**src/rtl/mfa_pkg.sv**
```systemverilog
package mfa_pkg;

    // multiframe geometry
    localparam int MF_LEN   = 16;
    localparam int FN_W     = $clog2(MF_LEN);
    localparam int SMF_LEN  = MF_LEN / 2;

    // alignment word: bits of frames 1,3,5,7,9,11 (frame 1 is the MSB)
    localparam int WORD_LEN = 6;
    localparam logic [WORD_LEN-1:0] ALIGN_WORD = 6'b001011;
    localparam int SPAN     = 2 * WORD_LEN - 1;
    localparam logic [FN_W-1:0] WORD_END_FN = FN_W'(11);

    typedef enum logic [1:0] {
        ST_IDLE  = 2'd0,
        ST_HUNT  = 2'd1,
        ST_CHECK = 2'd2,
        ST_SYNC  = 2'd3
    } mfa_state_e;

    typedef struct packed {
        logic tick;
        logic is_fas;
        logic bit1;
        logic err;
    } frame_in_t;

    // take every second bit of the window, index 0 being the newest frame
    function automatic logic [WORD_LEN-1:0] pick_word(input logic [SPAN-1:0] win);
        logic [WORD_LEN-1:0] w;
        for (int i = 0; i < WORD_LEN; i++) begin
            w[i] = win[2*i];
        end
        return w;
    endfunction

endpackage

```
**src/rtl/mfa_word_detect.sv**
```systemverilog
module mfa_word_detect
    import mfa_pkg::*;
(
    input  logic      clk,
    input  logic      rst,
    input  logic      en,
    input  logic      reuse_bfa,
    input  frame_in_t fin,
    output logic      hit
);

    logic [SPAN-2:0] hist;
    logic [SPAN-1:0] window;
    logic            word_ok;
    logic            phase_ok;

    assign window   = {hist, fin.bit1};
    assign word_ok  = (pick_word(window) == ALIGN_WORD);
    assign phase_ok = !reuse_bfa || !fin.is_fas;
    assign hit      = en && fin.tick && word_ok && phase_ok;

    always_ff @(posedge clk) begin
        if (rst || !en) begin
            hist <= '0;
        end else if (fin.tick) begin
            hist <= window[SPAN-2:0];
        end
    end


    hist_clear_chk: assert property (@(posedge clk) disable iff (rst)
        !en |=> (hist == '0));

endmodule

```
**src/rtl/mfa_crc_monitor.sv**
```systemverilog
module mfa_crc_monitor #(
    parameter int CRC_LIMIT  = 915,
    parameter int CRC_WINDOW = 1000
) (
    input  logic clk,
    input  logic rst,
    input  logic active,
    input  logic tick,
    input  logic smf_bound,
    input  logic err,
    input  logic lim_en,
    output logic limit_hit
);

    localparam int EW = $clog2(CRC_LIMIT + 1);
    localparam int SW = $clog2(CRC_WINDOW);
    localparam logic [EW-1:0] ERR_MAX  = EW'(CRC_LIMIT);
    localparam logic [EW-1:0] ERR_TRIP = EW'(CRC_LIMIT - 1);
    localparam logic [SW-1:0] WIN_LAST = SW'(CRC_WINDOW - 1);

    logic [EW-1:0] err_cnt;
    logic [SW-1:0] smf_cnt;
    logic          win_end;

    assign win_end   = smf_bound && (smf_cnt == WIN_LAST);
    assign limit_hit = active && tick && err && lim_en && (err_cnt >= ERR_TRIP);

    always_ff @(posedge clk) begin
        if (rst || !active) begin
            err_cnt <= '0;
            smf_cnt <= '0;
        end else if (tick) begin
            if (win_end) begin
                err_cnt <= '0;
                smf_cnt <= '0;
            end else begin
                if (smf_bound) begin
                    smf_cnt <= smf_cnt + 1'b1;
                end
                if (err && (err_cnt != ERR_MAX)) begin
                    err_cnt <= err_cnt + 1'b1;
                end
            end
        end
    end


    err_cap_chk: assert property (@(posedge clk) disable iff (rst)
        err_cnt <= ERR_MAX);


    window_clear_chk: assert property (@(posedge clk) disable iff (rst)
        (active && tick && win_end) |=> (smf_cnt == '0 && err_cnt == '0));


    idle_clear_chk: assert property (@(posedge clk) disable iff (rst)
        !active |=> (err_cnt == '0));

endmodule

```
**src/rtl/mfa_align_fsm.sv**
```systemverilog
module mfa_align_fsm
    import mfa_pkg::*;
#(
    parameter int MISS_LIMIT = 3
) (
    input  logic            clk,
    input  logic            rst,
    input  logic            mf_en,
    input  logic            tick,
    input  logic            word_hit,
    input  logic            loss_chk_en,
    input  logic            crc_hit,
    output mfa_state_e      state,
    output logic [FN_W-1:0] frame_num,
    output logic            in_sync,
    output logic            sync_entry,
    output logic            mf_start,
    output logic            smf_bound
);

    localparam int MW = $clog2(MISS_LIMIT + 1);
    localparam logic [MW-1:0]   MISS_LAST = MW'(MISS_LIMIT - 1);
    localparam logic [FN_W-1:0] SMF_FN    = FN_W'(SMF_LEN);

    logic [FN_W-1:0] inc;
    logic [MW-1:0]   miss_cnt;
    logic            at_word;

    assign inc       = frame_num + 1'b1;
    assign at_word   = (inc == WORD_END_FN);
    assign in_sync   = (state == ST_SYNC);
    assign smf_bound = in_sync && tick && ((inc == '0) || (inc == SMF_FN));

    always_ff @(posedge clk) begin
        if (rst || !mf_en) begin
            state      <= ST_IDLE;
            frame_num  <= '0;
            miss_cnt   <= '0;
            sync_entry <= 1'b0;
            mf_start   <= 1'b0;
        end else begin
            sync_entry <= 1'b0;
            mf_start   <= 1'b0;
            unique case (state)
                ST_IDLE: begin
                    state <= ST_HUNT;
                end
                ST_HUNT: begin
                    if (tick) begin
                        if (word_hit) begin
                            frame_num <= WORD_END_FN;
                            state     <= ST_CHECK;
                        end else begin
                            frame_num <= inc;
                        end
                    end
                end
                ST_CHECK: begin
                    if (tick) begin
                        frame_num <= inc;
                        if (at_word) begin
                            if (word_hit) begin
                                state      <= ST_SYNC;
                                sync_entry <= 1'b1;
                                miss_cnt   <= '0;
                            end else begin
                                state <= ST_HUNT;
                            end
                        end
                    end
                end
                ST_SYNC: begin
                    if (tick) begin
                        frame_num <= inc;
                        if (crc_hit) begin
                            state <= ST_HUNT;
                        end else begin
                            mf_start <= (inc == '0);
                            if (at_word) begin
                                if (word_hit) begin
                                    miss_cnt <= '0;
                                end else if (loss_chk_en && miss_cnt == MISS_LAST) begin
                                    state <= ST_HUNT;
                                end else if (miss_cnt != MISS_LAST) begin
                                    miss_cnt <= miss_cnt + 1'b1;
                                end
                            end
                        end
                    end
                end
                default: state <= ST_IDLE;
            endcase
        end
    end


    idle_hold_chk: assert property (@(posedge clk) disable iff (rst)
        !mf_en |=> (state == ST_IDLE && frame_num == '0 && !sync_entry && !mf_start));


    entry_path_chk: assert property (@(posedge clk) disable iff (rst)
        $rose(in_sync) |-> ($past(state) == ST_CHECK));


    fn_step_chk: assert property (@(posedge clk) disable iff (rst)
        (in_sync && tick && mf_en) |=> (frame_num == $past(frame_num) + FN_W'(1)));


    sync_entry_chk: assert property (@(posedge clk) disable iff (rst)
        sync_entry |-> (in_sync && frame_num == WORD_END_FN));


    mf_start_chk: assert property (@(posedge clk) disable iff (rst)
        mf_start |-> (in_sync && frame_num == '0));


    miss_cap_chk: assert property (@(posedge clk) disable iff (rst)
        miss_cnt <= MISS_LAST);

endmodule

```
**src/rtl/mfa_tracker.sv**
```systemverilog
module mfa_tracker
    import mfa_pkg::*;
#(
    parameter int MISS_LIMIT = 3,
    parameter int CRC_LIMIT  = 915,
    parameter int CRC_WINDOW = 1000
) (
    input  logic       clk,
    input  logic       rst,
    input  logic       mf_en,
    input  logic       reuse_bfa,
    input  logic       loss_chk_en,
    input  logic       crc_lim_en,
    input  logic       frm_start,
    input  logic       frm_is_fas,
    input  logic       ts0_bit1,
    input  logic       crc_err,
    output logic       mf_in_sync,
    output logic [3:0] frame_num,
    output logic       sync_entry,
    output logic       mf_start
);

    frame_in_t       fin;
    mfa_state_e      state;
    logic            word_hit;
    logic            crc_hit;
    logic            smf_bound;
    logic [FN_W-1:0] fn_int;

    assign fin = '{tick: frm_start, is_fas: frm_is_fas, bit1: ts0_bit1, err: crc_err};

    mfa_word_detect u_detect (
        .clk       (clk),
        .rst       (rst),
        .en        (mf_en),
        .reuse_bfa (reuse_bfa),
        .fin       (fin),
        .hit       (word_hit)
    );

    mfa_crc_monitor #(
        .CRC_LIMIT  (CRC_LIMIT),
        .CRC_WINDOW (CRC_WINDOW)
    ) u_crc (
        .clk       (clk),
        .rst       (rst),
        .active    (mf_in_sync),
        .tick      (fin.tick),
        .smf_bound (smf_bound),
        .err       (fin.err),
        .lim_en    (crc_lim_en),
        .limit_hit (crc_hit)
    );

    mfa_align_fsm #(
        .MISS_LIMIT (MISS_LIMIT)
    ) u_fsm (
        .clk         (clk),
        .rst         (rst),
        .mf_en       (mf_en),
        .tick        (fin.tick),
        .word_hit    (word_hit),
        .loss_chk_en (loss_chk_en),
        .crc_hit     (crc_hit),
        .state       (state),
        .frame_num   (fn_int),
        .in_sync     (mf_in_sync),
        .sync_entry  (sync_entry),
        .mf_start    (mf_start),
        .smf_bound   (smf_bound)
    );

    assign frame_num = 4'(fn_int);


    reuse_phase_chk: assert property (@(posedge clk) disable iff (rst)
        (mf_en && reuse_bfa && frm_start && frm_is_fas) |=> !sync_entry);


    crc_disabled_chk: assert property (@(posedge clk) disable iff (rst)
        (!crc_lim_en && mf_in_sync && frm_start && (frame_num + 4'd1 != 4'd11)) |=> (mf_in_sync || !mf_en));

endmodule

```
**config.mk**
```make
export PLATFORM = sky130hd
export DESIGN_NAME = mfa_tracker
export DESIGN_NICKNAME = d
export VERILOG_FILES = /design/src/rtl/mfa_pkg.sv /design/src/rtl/mfa_word_detect.sv /design/src/rtl/mfa_crc_monitor.sv /design/src/rtl/mfa_align_fsm.sv /design/src/rtl/mfa_tracker.sv
export SDC_FILE = /design/constraint.sdc
export NUM_CORES = 1
export LEC_CHECK = 0
export ABC_AREA = 1
export BUFFER_PORTS_ARGS = -buffer_cell sky130_fd_sc_hd__clkbuf_2
export CORE_MARGIN = 4
export CORE_UTILIZATION = 50
export CTS_BUF_LIST = sky130_fd_sc_hd__clkbuf_16
export DETAILED_ROUTE_END_ITERATION = 10
export GPL_ROUTABILITY_DRIVEN = 0
export HOLD_SLACK_MARGIN = 0.02
export PLACE_DENSITY = 0.7
export SLEW_MARGIN = 0
export SYNTH_ARGS = -nofsm -noshare
export SYNTH_HDL_FRONTEND = slang
export SYNTH_SLANG_ARGS = --single-unit
```
**constraint.sdc**
```tcl
create_clock -name clk -period 3.3 [get_ports clk]
set_clock_uncertainty 0.15 [all_clocks]
set_input_delay 0.33 -clock clk [delete_from_list [all_inputs] [get_ports clk]]
set_output_delay 0.33 -clock clk [all_outputs]
set_load 0.01 [all_outputs]
```
==> impl_results.html, run 1 <==
<table>
<tr><th>Metric</th><th>Value</th></tr>
<tr><th colspan="2">Outcome</th></tr>
<tr><td>Result of the run</td><td>completed</td></tr>
<tr><th colspan="2">Worst setup path</th></tr>
<tr><td>Worst setup EP type</td><td>flop</td></tr>
<tr><td>Reg-to-reg endpoint</td><td>u_crc.smf_cnt[9]$_SDFFE_PP0P_</td></tr>
<tr><td>Worst path cell trace</td><td>ha_1 -&gt; ha_1 -&gt; inv_1 -&gt; nor2_4 -&gt; nand2_2 -&gt; nor2_4 -&gt; nand3_1 -&gt; nor2_2 -&gt; nand2_1 -&gt; o21ai_1 -&gt; nor2_1</td></tr>
<tr><td>Slowest Stage Delay on Critical Path</td><td>between 0.4 and 0.5 ns</td></tr>
<tr><td>Count of cells along the worst register-to-register path</td><td>11</td></tr>
<tr><td>Maximum fanout count along the critical path</td><td>7</td></tr>
<tr><td>Buffer and inverter count on the worst path</td><td>1</td></tr>
<tr><td>Critical path depth</td><td>11</td></tr>
<tr><td>Worst setup path startpoint</td><td>u_fsm.frame_num[0]$_SDFFE_PP0P_</td></tr>
<tr><td>Data required time of the worst path</td><td>between 3 and 4 ns</td></tr>
<tr><td>Register-to-register path setup slack</td><td>between 1 and 1.5 ns</td></tr>
<tr><td>Crit path arrival time</td><td>2.13 ns</td></tr>
<tr><td>Crit path max-delay cell type</td><td>dfxtp_1</td></tr>
<tr><td>Kind of critical path</td><td>flop to flop</td></tr>
<tr><td>Type of origin of the critical path</td><td>flop</td></tr>
<tr><td>Worst setup endpoint</td><td>u_crc.smf_cnt[9]$_SDFFE_PP0P_</td></tr>
<tr><td>Worst path top cell family by delay</td><td>simple AND/OR/NAND/NOR gates</td></tr>
<tr><td>Crit Reg-Reg Startpoint</td><td>u_fsm.frame_num[0]$_SDFFE_PP0P_</td></tr>
<tr><th colspan="2">Clock tree</th></tr>
<tr><td>Cell at the root of the clock tree</td><td>clkbuf_16</td></tr>
<tr><td>Number of buffers on the longest clock path</td><td>2</td></tr>
<tr><td>Total of hold buffers inserted after clock tree synthesis</td><td>0</td></tr>
<tr><td>CTS sink cnt</td><td>40</td></tr>
<tr><td>Clock H-tree levels</td><td>2</td></tr>
<tr><td>CTS tree</td><td>built</td></tr>
<tr><td>Worst skew pair latency</td><td>between 0.2 and 0.3 ns</td></tr>
<tr><td>Post-cts sizing count</td><td>0</td></tr>
<tr><td>TritonCTS buffer count</td><td>5</td></tr>
<tr><td>Clock transition at path regs</td><td>roughly 0.060 ns</td></tr>
<tr><td>Number of buffers added for setup after CTS</td><td>0</td></tr>
<tr><th colspan="2">Detailed routing</th></tr>
<tr><td>Number of vias in the routed layout</td><td>1887</td></tr>
<tr><td>Total length of routed met2 wires</td><td>~2.0 mm</td></tr>
<tr><td>Via-to-Cell Ratio</td><td>just over 5</td></tr>
<tr><td>Sum of routed wire length over all layers</td><td>between 4 and 5 mm</td></tr>
<tr><td>Remaining antenna violation count</td><td>0</td></tr>
<tr><td>Drt first pass iters</td><td>4</td></tr>
<tr><td>Routed length on met3</td><td>~180 µm</td></tr>
<tr><td>Highest routing layer actually used</td><td>met4</td></tr>
<tr><td>Met1 Wirelength</td><td>approximately 2.1 mm</td></tr>
<tr><td>Post-detailed-route wirelength per cell</td><td>around 12 µm</td></tr>
<tr><td>Count of routing violations after the opening detailed-route iteration</td><td>78</td></tr>
<tr><td>Number of remaining DRC errors</td><td>0</td></tr>
<tr><th colspan="2">Logic synthesis</th></tr>
<tr><td>Post-synth design cell area</td><td>2120 µm²</td></tr>
<tr><td>Most area-hungry cell type in the Yosys netlist</td><td>dfxtp_1</td></tr>
<tr><td>Flops &amp; latches, synth</td><td>40</td></tr>
<tr><td>Sequential area share after synthesis</td><td>0.378</td></tr>
<tr><td>Average instance area after synthesis</td><td>around 7.0 µm²</td></tr>
<tr><td>Dominant cells by area after synthesis</td><td>dfxtp_1 (38%), nand2_1 (12%), ha_1 (7.1%), nor2_1 (6.7%), a21oi_1 (6.6%)</td></tr>
<tr><td>Main flop type after synthesis</td><td>dfxtp_1</td></tr>
<tr><td>Library cells used by synthesis</td><td>30</td></tr>
<tr><td>Share of Yosys cell area claimed by the top area cell type</td><td>0.378</td></tr>
<tr><td>Ys Warns</td><td>0</td></tr>
<tr><td>Number of flops mapped to enable cells by yosys</td><td>0</td></tr>
<tr><td>Gate count of the mapped netlist</td><td>around 300</td></tr>
<tr><td>FFs w/ async S/R, synth</td><td>0</td></tr>
<tr><td>Mapped Nets</td><td>about 320</td></tr>
<tr><th colspan="2">STA</th></tr>
<tr><td>Total count of hold-check failures in the final report</td><td>0</td></tr>
<tr><td>Worst Tran Pin Value</td><td>just under 0.6 ns</td></tr>
<tr><td>Final min period</td><td>about 2.1 ns</td></tr>
<tr><td>Final worst setup slack</td><td>1.19 ns</td></tr>
<tr><td>Max transition margin</td><td>0.611</td></tr>
<tr><td>Max-slew violation count</td><td>0</td></tr>
<tr><td>Part of the cycle the worst path needs</td><td>0.638</td></tr>
<tr><td>Fmax</td><td>approximately 0.47 GHz</td></tr>
<tr><td>Final Setup Violations</td><td>0</td></tr>
<tr><td>Final sum of negative setup slack</td><td>0 ns</td></tr>
<tr><td>RSZ-0062 raised after global routing</td><td>no</td></tr>
<tr><th colspan="2">Floorplan</th></tr>
<tr><td>Initial core utilization</td><td>0.522</td></tr>
<tr><td>Placement row count</td><td>23</td></tr>
<tr><td>Count of boundary I/O pins</td><td>17</td></tr>
<tr><td>Core outline area</td><td>between 4000 and 5000 µm²</td></tr>
<tr><td>DIE WIDTH</td><td>~73 µm</td></tr>
<tr><td>Floorplan die area</td><td>between 5000 and 6000 µm²</td></tr>
<tr><td>Vert. Die Dim</td><td>approximately 73 µm</td></tr>
<tr><th colspan="2">Pwr</th></tr>
<tr><td>PwrDens</td><td>between 400 and 500 nW/µm²</td></tr>
<tr><td>Static leakage</td><td>1.03 nW</td></tr>
<tr><td>IR Drop Worst-Case VDD</td><td>approximately 210 µV</td></tr>
<tr><td>Overall power of the completed layout</td><td>roughly 1.1 mW</td></tr>
<tr><th colspan="2">Layout</th></tr>
<tr><td>Number of nets in the final layout</td><td>between 300 and 400</td></tr>
<tr><td>Antenna diode instance count</td><td>0</td></tr>
<tr><td>Layout Area Growth over Synthesis</td><td>13.6%</td></tr>
<tr><td>Commonest non-fill, non-tap cells in the layout</td><td>nand2_1 (68), dfxtp_1 (40), nor2_1 (38)</td></tr>
<tr><td>Most common library cell in the layout ignoring fill and taps</td><td>nand2_1</td></tr>
<tr><td>Ratio of cells with drive above 1 in the final layout</td><td>0.112</td></tr>
<tr><td>Number of filler instances in the final layout</td><td>about 380</td></tr>
<tr><th colspan="2">GRT</th></tr>
<tr><td>Antenna violations before repair</td><td>0</td></tr>
<tr><td>GR Util All Layers</td><td>0.186</td></tr>
<tr><td>Pin count of the biggest net entering global routing</td><td>16</td></tr>
<tr><td>Total gr overflow</td><td>0</td></tr>
<tr><td>First-pass GRT wire length</td><td>a little under 8 mm</td></tr>
<tr><td>Via count of the first global-routing pass</td><td>between 1500 and 2000</td></tr>
<tr><th colspan="2">Placement</th></tr>
<tr><td>Port Buf Inserts</td><td>16</td></tr>
<tr><td>Half-perimeter wire length after detailed placement</td><td>approximately 3.2 mm</td></tr>
<tr><td>Setup Slack @ Placement</td><td>about 1.2 ns</td></tr>
<tr><th colspan="2">Min path</th></tr>
<tr><td>Worst min-delay path class</td><td>input pin to flop</td></tr>
<tr><th colspan="2">Run</th></tr>
<tr><td>Max-capacitance violation count</td><td>0</td></tr>
</table>
==> Yosys cell counts (all sizes together), types with 2 or more instances <==
library cell  number
o21ai             16
nor2              42
nand4              6
nand2             72
xor2               4
nor3               7
a31oi              4
ha                12
dfxtp             40
nand3             21
nand3b             2
buf                2
clkbuf             2
a21oi             28
inv               37
==> metal layers <==
layer | up-vias | global-route usage
met4 | 0 | 0.0922
met1 | 829 | 0.221
met5 | - | 0
met2 | 37 | 0.304
met3 | 10 | 0.0565
li1 | 1011 | -
==> metrics by stage <==
step           hold WS [ns]  instances   util  instance area, µm²
2_1_floorplan         0.284        301      -                2120
3_3_place_gp          0.292        364  0.552                2240
3_5_place_dp          0.294        364  0.552                2240
4_1_cts               0.156        372  0.593                2400
5_1_grt               0.170        372  0.593                2400
6_report              0.165        372  0.593                2400
==> kinds of logic (layout without fill, tap and decap cells) <==
logic type / count (synthesis) / after routing / synth area share
adders and majority gates: 12 / 12 / 0.0709
and+or+nand+nor: 152 / 152 / 0.325
AOI/OAI and AO/OA: 51 / 51 / 0.127
xor gates and xnor gates: 5 / 5 / 0.0207
buffers and inverters: 41 / 62 / 0.0780
DFF: 40 / 40 / 0.378
==> tightest hold or removal path, cell delays in order <==
cell	delay, ns
clkbuf_2	0.08
nand2_1	0.07
a21oi_1	0.07
==> where the power goes <==
group / leakage [nW] / switching, mW / internal (mW)
sequential: 0.323 / 0.00810 / 0.492
clock: 0.0850 / 0.188 / 0.352
combinational: 0.622 / 0.0521 / 0.0273
total: 1.03 / 0.248 / 0.871
==> state kept, by name, indices dropped and copies added, names as in the netlist <==
name	cells
u_crc.err_cnt	10
u_fsm.frame_num	4
u_fsm.miss_cnt	2
u_fsm.sync_entry	1
u_fsm.state	2
u_detect.hist	10
u_fsm.mf_start	1
u_crc.smf_cnt	10
==> worst min-delay path by stage <==
stage / startpoint / cells past startpoint / to / slack, ns
after global routing: ts0_bit1 / 3 / u_detect.hist[0]$_SDFFE_PP0P_ / 0.17
after CTS: ts0_bit1 / 3 / u_detect.hist[0]$_SDFFE_PP0P_ / 0.16
final: ts0_bit1 / 3 / u_detect.hist[0]$_SDFFE_PP0P_ / 0.17
after floorplan: u_detect.hist[9]$_SDFFE_PP0P_ / 2 / u_detect.hist[9]$_SDFFE_PP0P_ / 0.28
after detailed placement: u_detect.hist[0]$_SDFFE_PP0P_ / 2 / u_detect.hist[1]$_SDFFE_PP0P_ / 0.29
after global placement: u_detect.hist[9]$_SDFFE_PP0P_ / 2 / u_detect.hist[9]$_SDFFE_PP0P_ / 0.29
==> area by class of cell <==
cell class                 instances  area, µm²  area share
multi-input combinational        220       1150       0.479
sequential                        40        801       0.333
inverter                          37        139      0.0578
clock buffer                       5        125      0.0520
timing repair buffer              17       87.6      0.0364
tap                               50       62.6      0.0260
clock inverter                     3       38.8      0.0161
(Power assumes the default switching activity.)
==> inputs of run 2 (changes only) <==
--- a/config.mk
+++ b/config.mk
@@ -5,7 +5,7 @@
 export SDC_FILE = /design/constraint.sdc
 export NUM_CORES = 1
 export LEC_CHECK = 0
-export ABC_AREA = 1
+export ABC_AREA = 0
 export BUFFER_PORTS_ARGS = -buffer_cell sky130_fd_sc_hd__clkbuf_2
 export CORE_MARGIN = 4
 export CORE_UTILIZATION = 50
@@ -13,7 +13,7 @@
 export DETAILED_ROUTE_END_ITERATION = 10
 export GPL_ROUTABILITY_DRIVEN = 0
 export HOLD_SLACK_MARGIN = 0.02
-export PLACE_DENSITY = 0.7
+export PLACE_DENSITY = 0.73
 export SLEW_MARGIN = 0
 export SYNTH_ARGS = -nofsm -noshare
 export SYNTH_HDL_FRONTEND = slang
==> constraint.sdc (replaced) <==
create_clock -name clk -period 1.7 [get_ports clk]
set_clock_uncertainty 0.15 [all_clocks]
set_input_delay 0.17 -clock clk [delete_from_list [all_inputs] [get_ports clk]]
set_output_delay 0.17 -clock clk [all_outputs]
set_load 0.01 [all_outputs]
==> impl_results.html, run 2 <==
<table>
<tr><th>Metric</th><th>Value</th></tr>
<tr><th colspan="2">Clock tree</th></tr>
<tr><td>Clock H-tree levels</td><td>2 (unchanged)</td></tr>
<tr><td>Total of hold buffers inserted after clock tree synthesis</td><td>0 (unchanged)</td></tr>
<tr><td>Clock transition at path regs</td><td>0.06 ns (about the same)</td></tr>
<tr><td>Worst skew pair latency</td><td>0.28 ns (about the same)</td></tr>
<tr><td>Cell at the root of the clock tree</td><td>clkbuf_16</td></tr>
<tr><td>TritonCTS buffer count</td><td>5 (unchanged)</td></tr>
<tr><td>Number of buffers on the longest clock path</td><td>2 (unchanged)</td></tr>
<tr><td>CTS sink cnt</td><td>40 (unchanged)</td></tr>
<tr><td>CTS tree</td><td>built</td></tr>
<tr><th colspan="2">Logic synthesis</th></tr>
<tr><td>Sequential area share after synthesis</td><td>0.400 (+0.0215)</td></tr>
<tr><td>Fraction of the mapped netlist area in compound gates</td><td>0.112 (-0.0146)</td></tr>
<tr><td>Commonest cells in the netlist</td><td>dfxtp_1 (40), nor2_1 (37), nand2_1 (15)</td></tr>
<tr><td>Library cells used by synthesis</td><td>42 (+40%)</td></tr>
<tr><td>Synthesized-area fraction occupied by xor and xnor cells</td><td>0.0700 (+0.0493)</td></tr>
<tr><td>Largest family of logic cells by synthesized area</td><td>simple AND/OR/NAND/NOR gates</td></tr>
<tr><td>Most area-hungry cell type in the Yosys netlist</td><td>dfxtp_1</td></tr>
<tr><td>Main flop type after synthesis</td><td>dfxtp_1</td></tr>
<tr><td>Flops &amp; latches, synth</td><td>40 (unchanged)</td></tr>
<tr><td>Most instantiated library cell after synthesis</td><td>dfxtp_1</td></tr>
<tr><td>Mux cell area share after synthesis</td><td>0.0650 (+0.0650)</td></tr>
<tr><td>Dominant cells by area after synthesis</td><td>dfxtp_1 (40%), ha_1 (7.5%), nor2_1 (6.9%), mux2i_1 (6.5%), xnor2_1 (4.4%)</td></tr>
<tr><td>Ys Warns</td><td>0 (unchanged)</td></tr>
<tr><td>Gate count of the mapped netlist</td><td>228 (-24%)</td></tr>
<tr><td>Fraction of the mapped netlist area in simple logic gates</td><td>0.248 (-0.0771)</td></tr>
<tr><td>Synth Area in Adders</td><td>0.0750 (+0.00403)</td></tr>
<tr><td>Mapped Nets</td><td>250 (-23%)</td></tr>
<tr><td>Share of Yosys cell area claimed by the top area cell type</td><td>0.400 (+0.0215)</td></tr>
<tr><td>Average instance area after synthesis</td><td>8.79 µm² (+25%)</td></tr>
<tr><td>Number of flops mapped to enable cells by yosys</td><td>0 (unchanged)</td></tr>
<tr><td>Post-synth design cell area</td><td>2000 µm² (-5.4%)</td></tr>
<tr><td>FFs w/ async S/R, synth</td><td>0 (unchanged)</td></tr>
<tr><th colspan="2">STA</th></tr>
<tr><td>Fmax</td><td>0.416 GHz (-12%)</td></tr>
<tr><td>Total count of hold-check failures in the final report</td><td>0 (unchanged)</td></tr>
<tr><td>Final min period</td><td>2.41 ns (+0.299 ns)</td></tr>
<tr><td>Max transition margin</td><td>0.588 (-0.0227)</td></tr>
<tr><td>Final worst setup slack</td><td>-0.705 ns (-1.90 ns)</td></tr>
<tr><td>Part of the cycle the worst path needs</td><td>1.41 (+0.777)</td></tr>
<tr><td>Final sum of negative setup slack</td><td>-7.10 ns (-7.10 ns)</td></tr>
<tr><td>Worst Tran Pin Value</td><td>0.617 ns (+0.0341 ns)</td></tr>
<tr><td>Worst Hold Margin</td><td>0.124 ns (-0.0412 ns)</td></tr>
<tr><td>RSZ-0062 raised after global routing</td><td>yes</td></tr>
<tr><td>Max-slew violation count</td><td>0 (unchanged)</td></tr>
<tr><td>Final Setup Violations</td><td>29 (+29)</td></tr>
<tr><th colspan="2">Pwr</th></tr>
<tr><td>Static leakage</td><td>1.35 nW (+31%)</td></tr>
<tr><td>Share of total power consumed by net switching</td><td>0.197 (-0.0242)</td></tr>
<tr><td>IR Drop Worst-Case VDD</td><td>487 µV (+130%)</td></tr>
<tr><td>Net switching power figure</td><td>0.499 mW (+100%)</td></tr>
<tr><td>Part of the power in combinational logic</td><td>0.080 (+0.009)</td></tr>
<tr><td>Clock power share</td><td>0.544 (+0.061)</td></tr>
<tr><td>PwrDens</td><td>771 nW/µm² (+66%)</td></tr>
<tr><td>Flop pwr share</td><td>0.376 (-0.071)</td></tr>
<tr><td>Internal cell power</td><td>2.03 mW (+130%)</td></tr>
<tr><th colspan="2">Worst setup path</th></tr>
<tr><td>Worst setup EP type</td><td>flop</td></tr>
<tr><td>Maximum fanout count along the critical path</td><td>4 (-3)</td></tr>
<tr><td>Crit path arrival time</td><td>2.45 ns (+0.32 ns)</td></tr>
<tr><td>Kind of critical path</td><td>flop to flop</td></tr>
<tr><td>Type of origin of the critical path</td><td>flop</td></tr>
<tr><td>Slowest Stage Delay on Critical Path</td><td>0.55 ns (+0.11 ns)</td></tr>
<tr><td>Buffer and inverter count on the worst path</td><td>0 (-1)</td></tr>
<tr><td>Reg-to-reg endpoint</td><td>u_fsm.miss_cnt[0]$_SDFFE_PP0P_</td></tr>
<tr><td>Count of cells along the worst register-to-register path</td><td>5 (-6)</td></tr>
<tr><td>Data required time of the worst path</td><td>1.75 ns (-1.57 ns)</td></tr>
<tr><td>Crit Reg-Reg Startpoint</td><td>u_crc.err_cnt[6]$_SDFFE_PP0P_</td></tr>
<tr><td>Register-to-register path setup slack</td><td>-0.71 ns (-1.90 ns)</td></tr>
<tr><td>Crit path max-delay cell type</td><td>or4_4</td></tr>
<tr><td>Worst path top cell family by delay</td><td>simple AND/OR/NAND/NOR gates</td></tr>
<tr><td>Worst path cell trace</td><td>or4_4 -&gt; a211o_1 -&gt; a311o_1 -&gt; or4_4 -&gt; a21oi_2</td></tr>
<tr><td>Crit-path most repeated cell</td><td>or4_4</td></tr>
<tr><th colspan="2">GRT</th></tr>
<tr><td>Met3 Track Usage GR</td><td>0.0533 (-0.00318)</td></tr>
<tr><td>GR Util All Layers</td><td>0.237 (+0.0507)</td></tr>
<tr><td>Global routing usage on met2</td><td>0.422 (+0.119)</td></tr>
<tr><td>Met1 capacity usage during global routing</td><td>0.272 (+0.0510)</td></tr>
<tr><td>Via count of the first global-routing pass</td><td>2089 (+14%)</td></tr>
<tr><td>Total gr overflow</td><td>0 (unchanged)</td></tr>
<tr><td>Most congested layer reported by global routing</td><td>met2</td></tr>
<tr><td>First-pass GRT wire length</td><td>9.57 mm (+23%)</td></tr>
<tr><td>Pin count of the biggest net entering global routing</td><td>14 (-2)</td></tr>
<tr><td>Antenna violations before repair</td><td>0 (unchanged)</td></tr>
<tr><th colspan="2">Layout</th></tr>
<tr><td>Most common library cell in the layout ignoring fill and taps</td><td>buf_4</td></tr>
<tr><td>Commonest non-fill, non-tap cells in the layout</td><td>buf_4 (64), nor2_1 (35), dfxtp_1 (33)</td></tr>
<tr><td>Ratio of cells with drive above 1 in the final layout</td><td>0.491 (+0.379)</td></tr>
<tr><td>Largest regs</td><td>u_crc.err_cnt: 10 flops, u_crc.smf_cnt: 10 flops, u_detect.hist: 10 flops</td></tr>
<tr><td>Layout Area Growth over Synthesis</td><td>63.8%</td></tr>
<tr><td>Antenna diode instance count</td><td>0 (unchanged)</td></tr>
<tr><td>Number of nets in the final layout</td><td>343 (unchanged)</td></tr>
<tr><th colspan="2">Detailed routing</th></tr>
<tr><td>Sum of routed wire length over all layers</td><td>7.01 mm (+59%)</td></tr>
<tr><td>Remaining antenna violation count</td><td>0 (unchanged)</td></tr>
<tr><td>Post-detailed-route wirelength per cell</td><td>18.9 µm (+60%)</td></tr>
<tr><td>Number of vias in the routed layout</td><td>2135 (+13%)</td></tr>
<tr><td>Count of routing violations after the opening detailed-route iteration</td><td>172 (+120%)</td></tr>
<tr><td>Drt first pass iters</td><td>4 (unchanged)</td></tr>
<tr><td>Number of remaining DRC errors</td><td>0 (unchanged)</td></tr>
<tr><td>Via-to-Cell Ratio</td><td>5.77 (+14%)</td></tr>
<tr><th colspan="2">Min path</th></tr>
<tr><td>Launch point of the worst hold path</td><td>ts0_bit1</td></tr>
<tr><td>WHS Endpoint</td><td>u_detect.hist[0]$_SDFFE_PP0P_</td></tr>
<tr><td>Cell depth of the worst hold path</td><td>4 (+1)</td></tr>
<tr><td>Worst min-delay path class</td><td>input pin to flop</td></tr>
<tr><th colspan="2">Outcome</th></tr>
<tr><td>Result of the run</td><td>finished, violations left</td></tr>
<tr><td>Failing checks</td><td>setup timing</td></tr>
<tr><th colspan="2">Run</th></tr>
<tr><td>Max-capacitance violation count</td><td>0 (unchanged)</td></tr>
<tr><th colspan="2">Floorplan</th></tr>
<tr><td>DIE WIDTH</td><td>71.3 µm (-2.4%)</td></tr>
<tr><td>Vert. Die Dim</td><td>71.3 µm (-2.4%)</td></tr>
<tr><td>Core outline area</td><td>3770 µm² (-7.1%)</td></tr>
<tr><td>Initial core utilization</td><td>0.531 (+0.00945)</td></tr>
<tr><td>Floorplan die area</td><td>5080 µm² (-4.8%)</td></tr>
<tr><td>Count of boundary I/O pins</td><td>17 (unchanged)</td></tr>
<tr><td>Placement row count</td><td>22 (-4.3%)</td></tr>
<tr><th colspan="2">Placement</th></tr>
<tr><td>Port Buf Inserts</td><td>16 (unchanged)</td></tr>
<tr><td>Half-perimeter wire length after detailed placement</td><td>3.60 mm (+13%)</td></tr>
</table>
run 2: cell count changes in the layout (fill, tap and decap cells not counted), sizes merged, moves of 9 or more:
cell / change
nand3: -10
inv: -30
mux2i: +13
a21oi: -16
buf: +77
nand2: -57
xnor2: +9
o21ai: -12
run 2: worst max-delay path by stage:
stage / from / depth (start not counted) / end / slack [ns]
floorplan: u_fsm.frame_num[0]$_SDFFE_PP0P_ / 7 / u_fsm.miss_cnt[1]$_SDFFE_PP0P_ / -0.54
CTS: u_fsm.frame_num[0]$_SDFFE_PP0P_ / 8 / u_fsm.state[0]$_SDFFE_PP0P_ / -0.60
global placement: u_fsm.frame_num[1]$_SDFFE_PP0P_ / 8 / u_fsm.state[0]$_SDFFE_PP0P_ / -0.56
global route: u_fsm.frame_num[0]$_SDFFE_PP0P_ / 10 / u_fsm.miss_cnt[1]$_SDFFE_PP0P_ / -0.76
finish: u_crc.err_cnt[6]$_SDFFE_PP0P_ / 5 / u_fsm.miss_cnt[0]$_SDFFE_PP0P_ / -0.71
detailed placement: u_fsm.frame_num[1]$_SDFFE_PP0P_ / 8 / u_fsm.state[0]$_SDFFE_PP0P_ / -0.63
run 2: cell families after synthesis:
group / count (synthesis)
AND/OR/NAND/NOR: 98
multiplexers: 13
flip-flops: 40
buffers and inverters: 16
AO/OA/AOI/OAI: 33
XOR/XNOR: 16
adder cells (fa/ha/maj): 12
run 2: per-layer routing:
| metal | part of all wire | vias up |
|---|---|---|
| li1 | - | 993 |
| met1 | 0.40 | 1049 |
| met2 | 0.53 | 66 |
| met3 | 0.032 | 27 |
| met4 | 0.042 | 0 |
| met5 | 0 | - |
run 2: per-stage QoR:
step                power [mW]   util  setup slack (ns)  cells  instance area [µm²]
floorplan                 1.04      -            -0.536    228                 2080
global placement          1.10  0.709            -0.564    351                 2670
detailed placement        1.11  0.709            -0.631    351                 2670
CTS                       2.49  0.822            -0.598    364                 3100
global route              2.59  0.870            -0.761    370                 3280
finish                    2.53  0.870            -0.705    370                 3280
run 2: worst min-delay path, cell delays in order:
cell      delay (ns)
clkbuf_2        0.09
buf_4           0.10
mux2i_1         0.05
nor2_1          0.10
run 2: power groups by stage:
stage | clock network, mW | registers [mW] | logic [mW]
detailed placement | 0 | 0.969 | 0.138
CTS | 1.37 | 0.949 | 0.162
global placement | 0 | 0.968 | 0.135
global route | 1.42 | 0.951 | 0.213
floorplan | 0 | 0.972 | 0.0713
finish | 1.38 | 0.951 | 0.203
run 2: layout make-up:
type	count	area, µm²
fill	177	489
clock buffer	5	125
clock inverter	3	90.1
inverter	8	32.5
multi-input combinational	172	1440
timing repair buffer	94	718
sequential	40	817
tap	48	60.1
run 2: repair_timing:
action | in CTS | in global routing
cloned | 1 | 0
resized for setup | 38 | 31
pin swaps | 16 | 22
buffers inserted | 6 | 6
setup endpoints to repair | 28 | 29
